===== config.mk =====
export PLATFORM = sky130hd
export DESIGN_NAME = dma_seq
export DESIGN_NICKNAME = d
export VERILOG_FILES = /design/src/rtl/dma_pkg.sv /design/src/rtl/dma_prio_arb.sv /design/src/rtl/dma_addr_gen.sv /design/src/rtl/dma_chan_state.sv /design/src/rtl/dma_seq.sv
export SDC_FILE = /design/constraint.sdc
export NUM_CORES = 1
export LEC_CHECK = 0
export BUFFER_PORTS_ARGS = -buffer_cell sky130_fd_sc_hd__buf_2
export CORE_AREA = 5 5 467 469
export CTS_BUF_LIST = sky130_fd_sc_hd__clkbuf_4
export CTS_CLUSTER_DIAMETER = 120
export DETAILED_ROUTE_END_ITERATION = 12
export DIE_AREA = 0 0 472 474
export GPL_TIMING_DRIVEN = 0
export HOLD_SLACK_MARGIN = 0.03
export PLACE_DENSITY = 0.35
export SETUP_SLACK_MARGIN = 0.15
export SLEW_MARGIN = 15
export SYNTH_ARGS = -nofsm -noshare
export SYNTH_HDL_FRONTEND = slang
export SYNTH_HIERARCHICAL = 1
export SYNTH_SLANG_ARGS = --single-unit

===== constraint.sdc =====
create_clock -name clk -period 3.1 [get_ports clk]
set_input_delay 0.155 -clock clk [delete_from_list [all_inputs] [get_ports clk]]
set_output_delay 0.155 -clock clk [all_outputs]
set_load 0.01 [all_outputs]

===== src/rtl/dma_pkg.sv =====
package dma_pkg;
  localparam int CTRL_W = 32;
  localparam int CNT_W  = 10;
  localparam int RP_W   = 4;

  localparam logic [2:0] CY_STOP  = 3'b000;
  localparam logic [2:0] CY_BASIC = 3'b001;
  localparam logic [2:0] CY_AUTO  = 3'b010;
  localparam logic [2:0] CY_PING  = 3'b011;

  typedef enum logic [2:0] {S_IDLE, S_LOAD, S_RD, S_RDW, S_WR, S_WB} seq_state_e;

  function automatic logic [2:0] cyc_of(input logic [CTRL_W-1:0] c);
    return c[2:0];
  endfunction
  function automatic logic [CNT_W-1:0] cnt_of(input logic [CTRL_W-1:0] c);
    return c[13:4];
  endfunction
  function automatic logic [RP_W-1:0] rp_of(input logic [CTRL_W-1:0] c);
    return c[17:14];
  endfunction
  function automatic logic [1:0] size_of(input logic [CTRL_W-1:0] c);
    return c[25:24];
  endfunction
  function automatic logic [1:0] sstep_of(input logic [CTRL_W-1:0] c);
    return c[27:26];
  endfunction
  function automatic logic [1:0] dstep_of(input logic [CTRL_W-1:0] c);
    return c[31:30];
  endfunction
  function automatic logic runnable(input logic [2:0] cy);
    return (cy == CY_BASIC) || (cy == CY_AUTO) || (cy == CY_PING);
  endfunction
  function automatic logic [CTRL_W-1:0] with_cnt(input logic [CTRL_W-1:0] c,
                                                 input logic [CNT_W-1:0] n);
    logic [CTRL_W-1:0] r;
    r = c;
    r[13:4] = n;
    return r;
  endfunction
  function automatic logic [CTRL_W-1:0] retired(input logic [CTRL_W-1:0] c);
    logic [CTRL_W-1:0] r;
    r = c;
    r[13:4] = '0;
    r[2:0] = CY_STOP;
    return r;
  endfunction
endpackage


===== src/rtl/dma_prio_arb.sv =====
module dma_prio_arb #(
  parameter int NCH = 8,
  localparam int CHW = (NCH > 1) ? $clog2(NCH) : 1
) (
  input  logic [NCH-1:0] req,
  output logic           any,
  output logic [NCH-1:0] win_oh,
  output logic [CHW-1:0] win_idx
);
  always_comb begin
    any = |req;
    win_oh = '0;
    win_idx = '0;
    for (int i = NCH - 1; i >= 0; i--) begin
      if (req[i]) begin
        win_oh = NCH'(1) << i;
        win_idx = CHW'(i);
      end
    end
  end
endmodule


===== src/rtl/dma_addr_gen.sv =====
module dma_addr_gen #(
  parameter int AW = 16,
  parameter int CW = 10
) (
  input  logic [AW-1:0] end_ptr,
  input  logic [CW-1:0] left,
  input  logic [1:0]    size,
  input  logic [1:0]    step,
  output logic [AW-1:0] addr
);
  logic [AW-1:0] span;
  always_comb begin
    span = AW'(left) << size;
    addr = (step == 2'b11) ? end_ptr : end_ptr - span;
  end
endmodule


===== src/rtl/dma_chan_state.sv =====
module dma_chan_state #(
  parameter int NCH = 8
) (
  input  logic           clk,
  input  logic           rst_n,
  input  logic [NCH-1:0] sw_req,
  input  logic [NCH-1:0] per_req,
  input  logic [NCH-1:0] en_set,
  input  logic [NCH-1:0] done_clr,
  input  logic [NCH-1:0] grant_ev,
  input  logic [NCH-1:0] dis_ev,
  input  logic [NCH-1:0] done_ev,
  input  logic [NCH-1:0] flip_ev,
  input  logic [NCH-1:0] rereq_ev,
  output logic [NCH-1:0] eligible,
  output logic [NCH-1:0] enabled,
  output logic [NCH-1:0] alt_sel,
  output logic [NCH-1:0] done
);
  logic [NCH-1:0] pend_q;

  for (genvar i = 0; i < NCH; i++) begin : g_ch
    always_ff @(posedge clk) begin
      if (!rst_n) begin
        enabled[i] <= 1'b0;
        pend_q[i]  <= 1'b0;
        alt_sel[i] <= 1'b0;
        done[i]    <= 1'b0;
      end else begin
        if (grant_ev[i]) pend_q[i] <= 1'b0;
        if (dis_ev[i]) begin
          enabled[i] <= 1'b0;
          pend_q[i]  <= 1'b0;
        end
        if (en_set[i]) enabled[i] <= 1'b1;
        if (sw_req[i] || per_req[i] || rereq_ev[i]) pend_q[i] <= 1'b1;
        if (flip_ev[i]) alt_sel[i] <= ~alt_sel[i];
        if (done_clr[i]) done[i] <= 1'b0;
        if (done_ev[i]) done[i] <= 1'b1;
      end
    end

    // a done flag survives every cycle without a clear
    p_done_sticky_r10: assert property (@(posedge clk) disable iff (!rst_n)
      (done[i] && !done_clr[i]) |=> done[i]);
  end

  assign eligible = pend_q & enabled;
endmodule


===== src/rtl/dma_seq.sv =====
module dma_seq #(
  parameter int NCH = 8,
  parameter int AW  = 16,
  parameter int DW  = 32,
  localparam int CHW = (NCH > 1) ? $clog2(NCH) : 1,
  localparam int CW  = dma_pkg::CTRL_W
) (
  input  logic              clk,
  input  logic              rst_n,
  input  logic [NCH-1:0]    sw_req,
  input  logic [NCH-1:0]    per_req,
  input  logic [NCH-1:0]    en_set,
  input  logic [NCH-1:0]    done_clr,
  input  logic [NCH*AW-1:0] pri_src_end,
  input  logic [NCH*AW-1:0] pri_dst_end,
  input  logic [NCH*CW-1:0] pri_ctrl,
  input  logic [NCH*AW-1:0] alt_src_end,
  input  logic [NCH*AW-1:0] alt_dst_end,
  input  logic [NCH*CW-1:0] alt_ctrl,
  output logic              wb_valid,
  output logic [CHW-1:0]    wb_ch,
  output logic              wb_alt,
  output logic [CW-1:0]     wb_ctrl,
  output logic              mem_req,
  output logic              mem_we,
  output logic [AW-1:0]     mem_addr,
  output logic [1:0]        mem_size,
  output logic [DW-1:0]     mem_wdata,
  input  logic              mem_gnt,
  input  logic [DW-1:0]     mem_rdata,
  output logic [NCH-1:0]    ch_enabled,
  output logic [NCH-1:0]    ch_alt,
  output logic [NCH-1:0]    done_flag
);
  import dma_pkg::*;

  seq_state_e       st;
  logic [CHW-1:0]   ch_q;
  logic             alt_q;
  logic [AW-1:0]    src_q, dst_q, saddr, daddr;
  logic [CW-1:0]    ctl_q, wbc_q, sel_ctl;
  logic [CNT_W-1:0] rem_q;
  logic [CNT_W:0]   pcnt_q, plen;
  logic [RP_W-1:0]  shamt;
  logic [DW-1:0]    dat_q;
  logic             fin_q, stop_now, period_end;
  logic [NCH-1:0]   elig, win_oh, ch_oh;
  logic [NCH-1:0]   grant_ev, dis_ev, done_ev, flip_ev, rereq_ev;
  logic             any_elig;
  logic [CHW-1:0]   win_idx;

  dma_prio_arb #(.NCH(NCH)) u_arb (
    .req(elig), .any(any_elig), .win_oh(win_oh), .win_idx(win_idx));

  dma_chan_state #(.NCH(NCH)) u_chs (
    .clk(clk), .rst_n(rst_n), .sw_req(sw_req), .per_req(per_req),
    .en_set(en_set), .done_clr(done_clr), .grant_ev(grant_ev),
    .dis_ev(dis_ev), .done_ev(done_ev), .flip_ev(flip_ev),
    .rereq_ev(rereq_ev), .eligible(elig), .enabled(ch_enabled),
    .alt_sel(ch_alt), .done(done_flag));

  dma_addr_gen #(.AW(AW), .CW(CNT_W)) u_src_ag (
    .end_ptr(src_q), .left(rem_q), .size(size_of(ctl_q)),
    .step(sstep_of(ctl_q)), .addr(saddr));

  dma_addr_gen #(.AW(AW), .CW(CNT_W)) u_dst_ag (
    .end_ptr(dst_q), .left(rem_q), .size(size_of(ctl_q)),
    .step(dstep_of(ctl_q)), .addr(daddr));

  assign sel_ctl  = ch_alt[ch_q] ? alt_ctrl[ch_q*CW +: CW] : pri_ctrl[ch_q*CW +: CW];
  assign stop_now = !runnable(cyc_of(sel_ctl));
  assign ch_oh    = NCH'(1) << ch_q;

  always_comb begin
    shamt = (rp_of(ctl_q) > RP_W'(CNT_W)) ? RP_W'(CNT_W) : rp_of(ctl_q);
    plen = (CNT_W+1)'(1) << shamt;
    period_end = (pcnt_q + (CNT_W+1)'(1)) == plen;
  end

  always_ff @(posedge clk) begin
    if (!rst_n) begin
      st <= S_IDLE;
      ch_q <= '0;
      alt_q <= 1'b0;
      src_q <= '0;
      dst_q <= '0;
      ctl_q <= '0;
      wbc_q <= '0;
      rem_q <= '0;
      pcnt_q <= '0;
      dat_q <= '0;
      fin_q <= 1'b0;
    end else begin
      unique case (st)
        S_IDLE: if (any_elig) begin
          ch_q <= win_idx;
          st <= S_LOAD;
        end
        S_LOAD: begin
          if (stop_now) st <= S_IDLE;
          else begin
            alt_q  <= ch_alt[ch_q];
            ctl_q  <= sel_ctl;
            src_q  <= ch_alt[ch_q] ? alt_src_end[ch_q*AW +: AW] : pri_src_end[ch_q*AW +: AW];
            dst_q  <= ch_alt[ch_q] ? alt_dst_end[ch_q*AW +: AW] : pri_dst_end[ch_q*AW +: AW];
            rem_q  <= cnt_of(sel_ctl);
            pcnt_q <= '0;
            st <= S_RD;
          end
        end
        S_RD:  if (mem_gnt) st <= S_RDW;
        S_RDW: begin
          dat_q <= mem_rdata;
          st <= S_WR;
        end
        S_WR: if (mem_gnt) begin
          if (rem_q == '0) begin
            fin_q <= 1'b1;
            wbc_q <= retired(ctl_q);
            st <= S_WB;
          end else if (period_end) begin
            fin_q <= 1'b0;
            wbc_q <= with_cnt(ctl_q, rem_q - CNT_W'(1));
            st <= S_WB;
          end else begin
            rem_q <= rem_q - CNT_W'(1);
            pcnt_q <= pcnt_q + (CNT_W+1)'(1);
            st <= S_RD;
          end
        end
        S_WB: st <= S_IDLE;
        default: st <= S_IDLE;
      endcase
    end
  end

  always_comb begin
    grant_ev = (st == S_IDLE && any_elig) ? win_oh : '0;
    dis_ev   = ((st == S_LOAD && stop_now) ||
                (st == S_WB && fin_q && cyc_of(ctl_q) != CY_PING)) ? ch_oh : '0;
    done_ev  = (st == S_WB && fin_q) ? ch_oh : '0;
    flip_ev  = (st == S_WB && fin_q && cyc_of(ctl_q) == CY_PING) ? ch_oh : '0;
    rereq_ev = (st == S_WB && !fin_q && cyc_of(ctl_q) == CY_AUTO) ? ch_oh : '0;
  end

  assign mem_req   = (st == S_RD) || (st == S_WR);
  assign mem_we    = (st == S_WR);
  assign mem_addr  = (st == S_WR) ? daddr : saddr;
  assign mem_size  = size_of(ctl_q);
  assign mem_wdata = dat_q;
  assign wb_valid  = (st == S_WB);
  assign wb_ch     = ch_q;
  assign wb_alt    = alt_q;
  assign wb_ctrl   = wbc_q;

  // a waiting request keeps its address, direction and data
  p_hold_r11: assert property (@(posedge clk) disable iff (!rst_n)
    (mem_req && !mem_gnt) |=> (mem_req && $stable(mem_addr) && $stable(mem_we) && $stable(mem_wdata)));

  // the selected channel has no lower-numbered eligible rival
  p_prio_r2: assert property (@(posedge clk) disable iff (!rst_n)
    (st == S_IDLE && any_elig) |=> (($past(elig) & ((NCH'(1) << ch_q) - NCH'(1))) == '0));

  // a write-back always follows an accepted write
  p_wb_after_write_r7: assert property (@(posedge clk) disable iff (!rst_n)
    wb_valid |-> $past(mem_req && mem_gnt && mem_we));

  // a stop code never leads to a memory access
  p_stop_quiet_r9: assert property (@(posedge clk) disable iff (!rst_n)
    (st == S_LOAD && stop_now) |=> !mem_req);
endmodule


=== After elaboration in Yosys (flattened, before gate mapping) ===
Cells that the tools add are included.

* Flip-flop bits (word level): 189
* Bits in latches: 0
* RAM bits: 0
* ROM bits: 0
* Input bits: 1091
* Output and inout port bits: 113
* Memories: 0

* Add/sub/neg operators: 4
* Multiply operators: 0
* Divide/modulo/power cells: 0
* Magnitude comparators: 2
* Equal/unequal tests: 20
* Shift operators: 9
* Muxes and demuxes: 107
* Bitwise gates (word level): 9
* Reductions and logical operators: 63

{| class="wikitable"
|+ Operators with widths
! operator !! number
|-
| $shiftx A128 B8 Y16 || 4
|-
| $shiftx A256 B9 Y32 || 2
|-
| $mux W8 || 13
|-
| $mux W32 || 3
|-
| $mux W16 || 5
|-
| $mux W1 || 59
|-
| $mux W11 || 4
|-
| $mux W10 || 4
|-
| $mux W3 || 13
|-
| $reduce_bool A2 Y1 || 18
|-
| $sub A16 B16 Y16 || 2
|-
| $reduce_bool A3 Y1 || 8
|-
| $pmux W11 S2 || 1
|-
| $logic_or A1 B1 Y1 || 20
|-
| $pmux W10 S2 || 1
|-
| $eq A3 B2 Y1 const B || 6
|-
| $shl A10 B2 Y16 || 1
|-
| $pmux W3 S5 || 1
|-
| $add A11 B1 Y11 const B || 1
|-
| $eq A11 B11 Y1 || 1
|-
| $shl A1 B4 Y11 const A || 1
|-
| $logic_not A10 Y1 || 1
|-
| $ne A2 B2 Y1 const B || 5
|-
| $sub A10 B1 Y10 const B || 1
|-
| 20 further kinds || 39
|}

=== Longest topological paths before layout ===
Gate-level depths: netlist (run 1).

* Depth after elaboration: 13
* Mapped depth: 13
* Mapped depth without buffers: 12

=== Modules after synthesis ===
The synthesis (run 1) kept the hierarchy.

{| class="wikitable"
|+ Modules (own cells, without submodules)
! module !! instances !! cells each !! area an instance (µm²) !! sequential area each (µm²)
|-
| dma_seq || 1 || 2081 || 14724.1 || 2942.8
|-
| dma_addr_gen || 2 || 170 || 1151.1 || 0.0
|-
| dma_chan_state || 1 || 107 || 1217.4 || 640.6
|-
| dma_prio_arb || 1 || 24 || 143.9 || 0.0
|}

=== Worst setup path after synthesis (run 1) ===
No wires, ideal clock.

* Path type: register to register
* Start point: reg ch_q[1], in the netlist wb_ch[1]
* End point: reg u_chs.pend_q[0]
* Setup time: 0.125 ns
* Arrival time: 3.043 ns
* Slack: -0.069 ns
* Cell stages (with the launch flop): 13
* Clock period less this slack: 3.169 ns
* Cell sequence: dfxtp_1 > buf_2 > mux2_2 > o32ai_4 > a211oi_1 > buf_2 > mux2_4 > or4_4 > nand2_1 > a31oi_1 > nor3_1 > nor3b_1 > o41a_1

* Cells in the longest elaborated chain, start to end: 12

{| class="wikitable"
|+ Ends and longest elaborated chain
! what !! line !! text
|-
| start: declaration || dma_seq.sv:38 || <nowiki>logic [CHW-1:0] ch_q;</nowiki>
|-
| start signal: assignment || dma_seq.sv:96 || <nowiki>ch_q <= win_idx;</nowiki>
|-
| parallel branches: the longest is 9 deep, another holds $shiftx A256 B9 Y32 || -- ||
|-
| $mux W8 (*) || dma_seq.sv:140 || <nowiki>(st == S_WB && fin_q && cyc_of(ctl_q) != CY_PING)) ? ch_oh : '0;</nowiki>
|-
| named net dis_ev[0] || dma_seq.sv:48 || <nowiki>logic [NCH-1:0] grant_ev, dis_ev, done_ev, flip_ev, rereq_ev;</nowiki>
|-
| $mux W1 || dma_chan_state.sv:31 || <nowiki>if (dis_ev[i]) begin</nowiki>
|-
| $mux W1 || dma_chan_state.sv:36 || <nowiki>if (sw_req[i] || per_req[i] || rereq_ev[i]) pend_q[i] <= 1'b1;</nowiki>
|-
| end signal: indexed assignment || dma_chan_state.sv:30 || <nowiki>if (grant_ev[i]) pend_q[i] <= 1'b0;</nowiki>
|-
| end signal: indexed assignment || dma_chan_state.sv:33 || <nowiki>pend_q[i] <= 1'b0;</nowiki>
|-
| end signal: indexed assignment || dma_chan_state.sv:36 ||
|-
| end: declaration || dma_chan_state.sv:20 || <nowiki>logic [NCH-1:0] pend_q;</nowiki>
|}

Mark *: on every way through the listed nets, which the timed path passes. The select of a mux whose other input is x is not followed.
A chain may end at the register's enable or synchronous reset.

=== Worst setup path after layout (run 1) ===
* Start point: reg ctl_q[25]
* End point: out mem_addr[12]

* Cells in the longest elaborated chain, start to end: 4

{| class="wikitable"
|+ Ends and longest elaborated chain
! what !! line !! text
|-
| start: declaration || dma_seq.sv:41 || <nowiki>logic [CW-1:0] ctl_q, wbc_q, sel_ctl;</nowiki>
|-
| start signal: assignment || dma_seq.sv:103 || <nowiki>ctl_q <= sel_ctl;</nowiki>
|-
| $shl A10 B2 Y16 || dma_addr_gen.sv:13 || <nowiki>span = AW'(left) << size;</nowiki>
|-
| $sub A16 B16 Y16 || dma_addr_gen.sv:14 || <nowiki>addr = (step == 2'b11) ? end_ptr : end_ptr - span;</nowiki>
|-
| $mux W16 || dma_addr_gen.sv:14 ||
|-
| named net daddr[12] || dma_seq.sv:40 || <nowiki>logic [AW-1:0] src_q, dst_q, saddr, daddr;</nowiki>
|-
| $mux W16 || dma_seq.sv:148 || <nowiki>assign mem_addr = (st == S_WR) ? daddr : saddr;</nowiki>
|-
| end: declaration || dma_seq.sv:26 || <nowiki>output logic [AW-1:0] mem_addr,</nowiki>
|}

The timed path passes the listed nets, and every way through them passes these cells.

==> results_dict.tcl, run 1 <==
set metrics [dict create \
    remaining_drc_errors 0 \
    most-common-layout-cells "sky130_fd_sc_hd__buf_2 (1206), sky130_fd_sc_hd__dlygate4sd3_1 (1028), sky130_fd_sc_hd__nand2_1 (586)" \
    drt_antenna_net_count 0 \
    rows 170 \
    cts.sink_count 179 \
    clock_tree_from_tritoncts "yes" \
    crit_slowest_cell "sky130_fd_sc_hd__dfxtp_4" \
    synthesis.instances 2552 \
    final_hold_viol_count 0 \
    power.internal_w 0.00911 \
    die_h_um 474 \
    route.detailed.vias_per_inst 4.20 \
    rsz0062_at_grt "true" \
    synth.yosys.warnings 6 \
    worstMarginPinSlew_ps 1140 \
    clock_power_share 0.092 \
    dp_worst_setup_slack_ps -2290 \
    critical_path.startpoint "ctl_q[25]$_SDFFE_PN0P_" \
    drt_iter0_markers 2800 \
    post-route-worst-setup-slack_ps -1040 \
    max_stage_delay_ps 460 \
    critical-path-top-cell-by-count "sky130_fd_sc_hd__buf_6" \
    seq_power_share 0.143 \
    grt_overflow 0 \
    timing.final.crit_period_ps 4140 \
    postSynth.asyncResetShare 0 \
    first_global_vias 33500 \
    area_growth_from_synthesis_to_layout_pct 137 \
    synth_seq_cells 179 \
    core-area_um2 214000 \
    synth_cell_type_count 85 \
    synth.net_count 3677 \
    grt_first_pass_wirelength_mm 345 \
    max_slew_margin 0.240 \
    share_comb_of_total_power 0.765 \
    startpoint_of_the_worst_hold_path "alt_ctrl[44]" \
    filler_cell_count_in_the_final_layout 24300 \
    routed_wirelength_mm 276 \
    clock.fmax_mhz 242 \
    worst-endpoint-required_ps 2940 \
    layout.cells.most_common "sky130_fd_sc_hd__buf_2" \
    number_of_synthesized_flops_with_an_enable_pin 0 \
    power.net_switching_w 0.0104 \
    run_status "finished, violations left" \
    num_io_pins 1204 \
    cts_htree_levels 4 \
    crit_fanout 5 \
    worstSetupEndpointType "output port" \
    drt_pre_antenna_iters 6 \
    leakagePower_nw 18.0 \
    post_synth_top_flop "sky130_fd_sc_hd__dfxtp_1" \
    crit_path_kind "reg -> out" \
    clock-skew-final_ps 65.6 \
    via_count_of_the_routed_design 33300 \
    synth.avg_cell_area_um2 7.21 \
    final-max-slew-violation-count 0 \
    power-per-cell-area_nw_per_um2 446 \
    grt_use_total 0.236 \
    floorplan.initialDensity 0.0861 \
    final_layout_size_suffix_gt1_frac 0.400 \
    swShare 0.532 \
    fin_hold_ws_ps 190 \
    max-clock-path-buffers 2 \
    min_path_type "in -> reg" \
    path_clk_slew_ps 230 \
    numPortBuffers 1203 \
    initial_antenna_violation_count 388 \
    count_of_max_cap_constraint_violations 0 \
    max-vdd-ir-drop_uv 353 \
    worst_skew_pair.late_latency_ps 960 \
    final_gp_congestion 0.972 \
    cts_buffers 17 \
    ys_seq_area_frac 0.195 \
    syn_area_um2 18400 \
    avgRoutedWirePerCell_um 34.8 \
    cts_root_buf "sky130_fd_sc_hd__clkbuf_4" \
    fp.dieArea_um2 224000 \
    start_kind "register" \
    post-route-period-util 1.33 \
    setup_viol 107 \
    cp_data_arrival_time_ps 3980 \
    sequence_of_cells_on_the_critical_path "buf_6 -> buf_6 -> mux2_4 -> o21ai_4 -> ha_4 -> o211ai_1 -> o211ai_2 -> and3b_1 -> o21a_1 -> o31ai_4 -> nand2_1 -> nand2_1 -> buf_6" \
    grt_max_degree 20 \
    critical_path.reg2reg.startpoint "wb_ch[1]$_SDFFE_PN0P_" \
    r2r_setup_slack_ps -450 \
    dp_hpwl_mm 240 \
    violations_in_the_final_reports "setup timing" \
    final_nets 6058 \
    horizontal_die_dimension_um 472 \
]
[power by group through the flow]
stage | clock network (W) | registers, W | logic, W
after floorplan | 0 | 0.00263 | 0.00527
after global placement | 0 | 0.00281 | 0.0104
after detailed placement | 0 | 0.00282 | 0.0104
after CTS | 0.00193 | 0.00278 | 0.0141
after global routing | 0.00196 | 0.00280 | 0.0156
final | 0.00179 | 0.00278 | 0.0149
[cell usage after synthesis (all sizes together) (5+ instances only)]
master	instances	area [µm²]
or2	8	50.1
nor4	107	669
and3	8	52.6
and2	32	204
mux4	58	1310
nor2	106	422
o22ai	106	663
ha	32	400
a221oi	7	61.3
inv	78	293
nand2b	11	68.8
o21ai	39	203
o211ai	14	115
nor3	39	195
a211oi	9	77.6
a21o	7	55.1
o21a	23	173
o221a	8	125
nand3	14	70.1
o31ai	9	72.6
nand2	627	2360
or3	13	81.3
buf	81	420
mux2i	248	2480
a21boi	5	37.5
dfxtp	179	3580
clkbuf	139	522
nor4b	7	61.3
a21oi	317	1590
nor3b	11	87.6
mux2	16	184
xnor2	27	236
a31oi	6	37.5
o32ai	58	527
xor2	17	149
o41ai	5	58.8
o41a	8	90.1
nand4	9	56.3
nor2b	24	150
[through the flow]
stage          instance area (µm²)  utilization  total power (W)  instances  TNS [ps]
6_report                     43700        0.204           0.0195       7943    -32490
5_1_grt                      43500        0.204           0.0203       7868    -45170
4_1_cts                      42300        0.198           0.0188       7755    -35450
3_5_place_dp                 28100        0.132           0.0133       6597   -184840
3_3_place_gp                 28000        0.131           0.0132       6593   -245610
2_1_floorplan                18500            -          0.00790       2552         0
[layout make-up]
type / count / area, µm² / area share
diodes: 159 / 398 / 0.00911
plain buffers: 220 / 1650 / 0.0379
clock buffers: 17 / 128 / 0.00292
clock inverters: 15 / 184 / 0.00421
inverters: 81 / 322 / 0.00736
multi-input cells: 2072 / 15800 / 0.362
flip-flops and latches: 179 / 3630 / 0.0832
well taps: 2838 / 3550 / 0.0813
repair buffers: 2362 / 18000 / 0.412
[flip-flops by register name, indices dropped and copies added, names as in the netlist]
name           cells
mem_wdata         32
wb_ch              3
pcnt_q            11
src_q             16
dst_q             16
u_chs/pend_q       8
ctl_q             22
u_chs/alt_sel      8
u_chs/done         8
wb_ctrl           32
u_chs/enabled      8
rem_q             10
st                 3
wb_alt             1
fin_q              1
[routing by layer]
metal | global-route usage | up-vias | part of all wire
li1 | - | 14200 | -
met2 | 0.379 | 1987 | 0.44
met4 | 0.0743 | 160 | 0.044
met5 | 0 | - | 0.0037
met1 | 0.299 | 16300 | 0.43
met3 | 0.0754 | 689 | 0.086
[worst paths after layout]
kind | end | depth (start not counted)
setup / recovery | mem_addr[12] | 13
hold / removal | rem_q[8]$_SDFFE_PN0P_ | 5
setup reg to reg | dst_q[3]$_SDFFE_PN0P_ | 14
hold reg to reg | mem_wdata[23]$_SDFFE_PN0N_ | 2
[repair_timing]
item / 4_1_cts / 5_1_grt
cloned: 10 / 3
hold endpoints to repair: 175 / 0
setup endpoints to repair: 160 / 143
buffers inserted: 88 / 26
pin swaps: 138 / 83
hold buffers: 1028 / 0
resized for setup: 636 / 160
[critical path: cells and delay by family (launching register included)]
family,cells,cell delay (ps)
adder cells (fa/ha/maj),1,240
AO/OA/AOI/OAI,5,1180
flip-flops,1,460
multiplexers,1,320
AND/OR/NAND/NOR,3,430
buffers and inverters,3,390
[kinds of logic after synthesis]
group           count (synthesis)  synth area share
simple gates                 1034             0.255
compound gates                638             0.221
mux                           322             0.216
buf+inv                       301            0.0678
flops                         179             0.195
xor+xnor                       44            0.0210
fa+ha+maj                      34            0.0240
No activity file was read; power rests on OpenSTA's default activity.
==> run 2, diff against run 1 <==
Settings changed: BUFFER_PORTS_ARGS -buffer_cell sky130_fd_sc_hd__buf_2 to default, DONT_BUFFER_PORTS from default to 1, PLACE_DENSITY 0.35 to 0.3, TNS_END_PERCENT from default to 5.
==> run 2 against run 1 <==
The run still ends with setup timing left. First-iteration DRC count down 3.1%. Fmax grew 1.4%. Register-to-register slack worse by 90 ps. Hold slack worse by 11 ps. Clock skew up 2.0 ps. Core utilization down 3.8 points. Clock power is 9% higher.
==> results_dict.tcl, run 2 (synthesis gave the netlist of run 1 again) <==
set metrics [dict create \
    num_io_pins 1204 \
    run_status "finished, violations left" \
    core-area_um2 214000 \
    remaining_drc_errors 0 \
    worstSetupEndpointType "output port" \
    die_h_um 474 \
    start_kind "register" \
    design_power_total_w 0.0173 \
    via_count_of_the_routed_design 28200 \
    cts_buffers 17 \
    final_layout_size_suffix_gt1_frac 0.141 \
    numPortBuffers 0 \
    count_of_max_cap_constraint_violations 0 \
    setup_viol 135 \
    dp_hpwl_mm 232 \
    post-route-period-util 1.32 \
    max-clock-path-buffers 2 \
    clock.fmax_mhz 245 \
    rsz0062_at_grt "true" \
    hold-path-cell-count 4 \
    grt_max_degree 22 \
    crit_fanout 7 \
    area_growth_from_synthesis_to_layout_pct 93.6 \
    floorplan.initialDensity 0.0861 \
    initial_antenna_violation_count 349 \
    fp.dieArea_um2 224000 \
    crit_path_kind "reg -> out" \
    grt_first_pass_wirelength_mm 324 \
    cp_data_arrival_time_ps 3930 \
    path_clk_slew_ps 260 \
    drt_iter0_markers 2712 \
    cts_htree_levels 4 \
    post-route-worst-setup-slack_ps -980 \
    drt_antenna_net_count 0 \
    layout.cells.most_common "sky130_fd_sc_hd__dlygate4sd3_1" \
    leakagePower_nw 12.2 \
    drt_pre_antenna_iters 5 \
    most-common-layout-cells "sky130_fd_sc_hd__dlygate4sd3_1 (1063), sky130_fd_sc_hd__nand2_1 (596), sky130_fd_sc_hd__a21oi_1 (290)" \
    worst_skew_pair.late_latency_ps 950 \
    clock-skew-final_ps 67.5 \
    dpl_cell_area_um2 22100 \
    power-per-cell-area_nw_per_um2 485 \
    timing.final.crit_period_ps 4080 \
    final-max-slew-violation-count 0 \
    first_global_vias 27500 \
    routed_wirelength_mm 263 \
    final_gp_congestion 0.994 \
    final_hold_viol_count 0 \
    grt_overflow 0 \
    fin_area_um2 35600 \
    utilization 0.167 \
    grt_use_total 0.225 \
    route.detailed.vias_per_inst 4.22 \
    final_nets 4816 \
    rows 170 \
    min_path_type "in -> reg" \
    clock_tree_from_tritoncts "yes" \
    horizontal_die_dimension_um 472 \
    violations_in_the_final_reports "setup timing" \
    cts_root_buf "sky130_fd_sc_hd__clkbuf_4" \
    cts.sink_count 179 \
    worstMarginPinSlew_ps 1180 \
    max-vdd-ir-drop_uv 285 \
    avgRoutedWirePerCell_um 39.4 \
    worst-endpoint-required_ps 2940 \
    max_slew_margin 0.216 \
    reg2regPathDepth 13 \
]
==> run 2: path summary, 6_finish.rpt <==
kind / from / to / slack (ps)
worst min register to register: ctl_q[18]$_SDFFE_PN0P_ / ctl_q[18]$_SDFFE_PN0P_ / 500
worst max-delay path: ctl_q[25]$_SDFFE_PN0P_ / mem_addr[12] / -980
worst max register to register: wb_ch[1]$_SDFFE_PN0P_ / u_chs/pend_q[1]$_SDFFE_PN0P_ / -540
worst min-delay path: alt_ctrl[4] / rem_q[0]$_SDFFE_PN0P_ / 180
==> run 2: final cells by class <==
class                   instances  area, µm²
clock buffers                  17        128
flip-flops and latches        179       3620
fillers                     24500     178000
multi-input cells            2072      14700
plain buffers                 220       1460
clock inverters                15        224
well taps                    2838       3550
inverters                      81        309
repair buffers               1120      11200
diodes                        154        385
==> run 2: per-stage QoR <==
step	cells	hold slack (ps)	setup TNS, ps	worst slack (ps)
2_1_floorplan	2552	279	0	153
3_3_place_gp	5390	280	-275890	-3940
3_5_place_dp	5393	283	-191670	-2360
4_1_cts	6527	32.8	-46770	-1080
5_1_grt	6623	112	-60150	-1250
6_report	6696	179	-43400	-980
==> run 2: metal layers <==
metal / wire (µm) / GRT usage / share of wire / up-vias
li1: - / - / - / 11800
met1: 110000 / 0.281 / 0.42 / 13900
met2: 118000 / 0.366 / 0.45 / 1934
met3: 25400 / 0.0824 / 0.097 / 570
met4: 8770 / 0.0558 / 0.033 / 128
met5: 845 / 0 / 0.0032 / -
==> run 2: worst max-delay path, cell delays in order, from the launching register on <==
cell	delay, ps
sky130_fd_sc_hd__dfxtp_4	500
sky130_fd_sc_hd__buf_8	170
sky130_fd_sc_hd__buf_8	120
sky130_fd_sc_hd__mux2i_2	220
sky130_fd_sc_hd__nor2_1	60
sky130_fd_sc_hd__a31oi_1	210
sky130_fd_sc_hd__ha_2	360
sky130_fd_sc_hd__a211oi_4	300
sky130_fd_sc_hd__o211ai_2	180
sky130_fd_sc_hd__and3b_1	220
sky130_fd_sc_hd__o21a_1	180
sky130_fd_sc_hd__o31ai_2	170
sky130_fd_sc_hd__nand2_1	110
sky130_fd_sc_hd__nand2_4	180
==> run 2: timing repair <==
item,CTS,global route
hold endpoints to repair,175,0
buffers inserted,37,15
hold buffers,1063,0
resized for setup,348,100
setup endpoints to repair,158,149
gates cloned,2,0
pin swaps,47,33
==> run 2: where the power goes <==
part           switching (W)  internal (W)  leakage (nW)
registers           0.000356       0.00246          1.46
logic                0.00796       0.00454          10.6
clock network        0.00146      0.000482         0.177
total                0.00978       0.00748          12.2
==> run 3, diff against run 2 <==
Settings changed: CORE_AREA 5 5 467 469 to 5 5 460 462, DIE_AREA 0 0 472 474 to 0 0 465 467, SYNTH_HIERARCHICAL 1 to default.
==> run 3 against run 2 <==
The run still ends with setup timing left. Hold slack got worse by 31 ps. Clock power decreased by 16%. Register-to-register slack got worse by 430 ps. Largest cell class unchanged. Non-clock buffer count decreased by 469. Critical path depth increased by 2. Sequential power decreased by 2%. Via count decreased by 7.4%. Clock skew about the same.
==> results_dict.tcl, run 3 <==
set metrics [dict create \
    critical_path.reg2reg.startpoint "wb_ch[0]$_SDFFE_PN0P_" \
    min_path_type "in -> reg" \
    synthTopCellsByArea "sky130_fd_sc_hd__dfxtp_1 (20%), sky130_fd_sc_hd__nand2_1 (18%), sky130_fd_sc_hd__a21oi_1 (15%)" \
    worst_skew_pair.late_latency_ps 850 \
    leakagePower_nw 10.8 \
    final_hold_viol_count 0 \
    cell_taking_the_most_area_after_synthesis "sky130_fd_sc_hd__dfxtp_1" \
    grt_first_pass_wirelength_mm 285 \
    fp.dieArea_um2 217000 \
    max-clock-path-buffers 2 \
    most-common-layout-cells "sky130_fd_sc_hd__nand2_1 (819), sky130_fd_sc_hd__dlygate4sd3_1 (582), sky130_fd_sc_hd__a21oi_1 (473)" \
    crit_fanout 6 \
    critical_path.startpoint "ctl_q[25]$_SDFFE_PN0P_" \
    final-max-slew-violation-count 0 \
    numPortBuffers 0 \
    clock_tree_from_tritoncts "yes" \
    place.detailed.instances 5435 \
    cts.sink_count 179 \
    drt_iter0_markers 2421 \
    worstSetupEndpointType "output port" \
    fin_hold_ws_ps 148 \
    post-route-period-util 1.31 \
    routed_wirelength_mm 231 \
    core-area_um2 207000 \
    crit_path_kind "reg -> out" \
    count_of_placed_standard_cells_in_the_final_layout_fillers_left_out 6154 \
    avgRoutedWirePerCell_um 37.5 \
    path_clk_slew_ps 190 \
    setup_tns_ps -82700 \
    max-vdd-ir-drop_uv 311 \
    die_h_um 467 \
    power-per-cell-area_nw_per_um2 495 \
    number_of_synthesized_flops_with_an_enable_pin 0 \
    grt_max_degree 21 \
    run_status "finished, violations left" \
    synthMostInstantiatedCell "sky130_fd_sc_hd__nand2_1" \
    dp_hpwl_mm 202 \
    rows 167 \
    route.detailed.vias_per_inst 4.25 \
    synth.net_count 3843 \
    cp_data_arrival_time_ps 3920 \
    clock.fmax_mhz 246 \
    clock-skew-final_ps 67.5 \
    synth_top_cells_by_count "sky130_fd_sc_hd__nand2_1 (840), sky130_fd_sc_hd__a21oi_1 (527), sky130_fd_sc_hd__dfxtp_1 (179), sky130_fd_sc_hd__clkbuf_1 (163), sky130_fd_sc_hd__mux2i_1 (148)" \
    max_slew_margin 0.216 \
    layout.cells.most_common "sky130_fd_sc_hd__nand2_1" \
    grt_overflow 0 \
    floorplan.initialDensity 0.0864 \
    drt_antenna_net_count 0 \
    synth_cell_type_count 74 \
    cts_buffers 17 \
    synth.avg_cell_area_um2 6.56 \
    final_gp_congestion 1.05 \
    regToRegEndpoint "src_q[0]$_SDFFE_PN0P_" \
    yosys.area.top_type_share 0.201 \
    via_count_of_the_routed_design 26100 \
    drt_pre_antenna_iters 6 \
    post-route-worst-setup-slack_ps -972 \
    synthesis.instances 2722 \
    reg2regPathDepth 17 \
    cts_root_buf "sky130_fd_sc_hd__clkbuf_4" \
    post_synth_top_flop "sky130_fd_sc_hd__dfxtp_1" \
    final_nets 4490 \
    dp_worst_setup_slack_ps -2680 \
    worstSetupEndpoint "mem_addr[11]" \
    worstMarginPinSlew_ps 1180 \
    setup_viol 137 \
    grt_use_total 0.201 \
    rsz0062_at_grt "true" \
    cts_htree_levels 4 \
    synth.yosys.warnings 0 \
    start_kind "register" \
    final_layout_size_suffix_gt1_frac 0.147 \
    worst-endpoint-required_ps 2940 \
    count_of_max_cap_constraint_violations 0 \
    r2r_setup_slack_ps -970 \
    syn_area_um2 17800 \
    postSynth.asyncResetShare 0 \
    initial_antenna_violation_count 173 \
    horizontal_die_dimension_um 465 \
    remaining_drc_errors 0 \
    timing.final.crit_period_ps 4070 \
    ys_seq_area_frac 0.201 \
    num_io_pins 1204 \
    area_growth_from_synthesis_to_layout_pct 68.3 \
    violations_in_the_final_reports "setup timing" \
    synth_seq_cells 179 \
    first_global_vias 25900 \
]
-- run 3: cell types whose count changed after synthesis, moves of 25 or more --
cell / change
sky130_fd_sc_hd__nand2_1: +214
sky130_fd_sc_hd__a21oi_1: +212
sky130_fd_sc_hd__mux2i_1: -100
sky130_fd_sc_hd__o32ai_1: -55
sky130_fd_sc_hd__o22ai_1: -50
sky130_fd_sc_hd__inv_1: -35
sky130_fd_sc_hd__nor3_1: -25
sky130_fd_sc_hd__o21ai_0: +25
-- run 3: layout make-up --
type,count,area [µm²]
tap,2704,3380
inverter,43,164
clock inverter,15,181
buffer,241,1680
sequential,179,3600
antenna,68,170
timing repair buffer,630,6510
multi-input combinational,2257,14200
clock buffer,17,128
fill,23800,177000
-- run 3: kinds of logic (layout without fill, tap and decap cells) --
logic type,after synthesis,after routing,synth area share
AO/OA/AOI/OAI,762,762,0.237
XOR/XNOR,36,36,0.0177
adder cells (fa/ha/maj),30,30,0.0219
buffers and inverters,286,946,0.0654
flip-flops,179,179,0.201
multiplexers,219,219,0.166
other,0,68,0
AND/OR/NAND/NOR,1210,1210,0.291
-- run 3: what timing repair did --
action	CTS	global route
endpoints found under the hold margin	133	0
setup buffers	33	2
gates cloned	4	0
resized for setup	446	49
setup endpoints to repair	161	156
pin swaps	65	23
hold buffers	582	0
-- run 3: stage by stage --
stage	util	area, µm²	power (W)
4_1_cts	0.144	29700	0.0150
5_1_grt	0.145	30000	0.0158
6_report	0.145	30000	0.0149
3_5_place_dp	0.104	21600	0.0113
3_3_place_gp	0.103	21300	0.0112
2_1_floorplan	-	17900	0.00739
-- run 3: worst min path at each step --
stage | start | end | slack (ps) | cells past startpoint
finish | alt_ctrl[42] | rem_q[6]$_SDFFE_PN0P_ | 150 | 4
global route | pri_dst_end[16] | dst_q[0]$_SDFFE_PN0P_ | 50 | 6
CTS | alt_src_end[79] | src_q[15]$_SDFFE_PN0P_ | 30 | 6
detailed placement | en_set[4] | u_chs.enabled[4]$_SDFFE_PN0P_ | 290 | 2
global placement | en_set[6] | u_chs.enabled[6]$_SDFFE_PN0P_ | 290 | 2
floorplan | en_set[0] | u_chs.enabled[0]$_SDFFE_PN0P_ | 280 | 2
-- run 3: worst max-delay path: stages (launching register included) --
cell,delay (ps)
sky130_fd_sc_hd__dfxtp_2,380
sky130_fd_sc_hd__buf_8,120
sky130_fd_sc_hd__mux2i_4,230
sky130_fd_sc_hd__nor2_2,50
sky130_fd_sc_hd__a31oi_2,220
sky130_fd_sc_hd__buf_4,170
sky130_fd_sc_hd__ha_4,200
sky130_fd_sc_hd__o21ai_1,120
sky130_fd_sc_hd__a21oi_1,70
sky130_fd_sc_hd__o21a_1,180
sky130_fd_sc_hd__a21bo_2,220
sky130_fd_sc_hd__a2111oi_4,340
sky130_fd_sc_hd__a21oi_2,130
sky130_fd_sc_hd__xor2_1,140
sky130_fd_sc_hd__nand2_1,100
sky130_fd_sc_hd__a22oi_2,450
-- run 3: power by group --
part	leakage (nW)	switching (W)	internal, W
Clock	0.163	0.00124	0.000385
Sequential	1.46	0.000254	0.00249
Combinational	9.19	0.00666	0.00384
Total	10.8	0.00815	0.00672
-- run 3: routing by layer --
metal	global-route usage	part of all wire
met1	0.238	0.39
met4	0.0721	0.043
met5	0	0.0027
met2	0.345	0.48
met3	0.0623	0.084
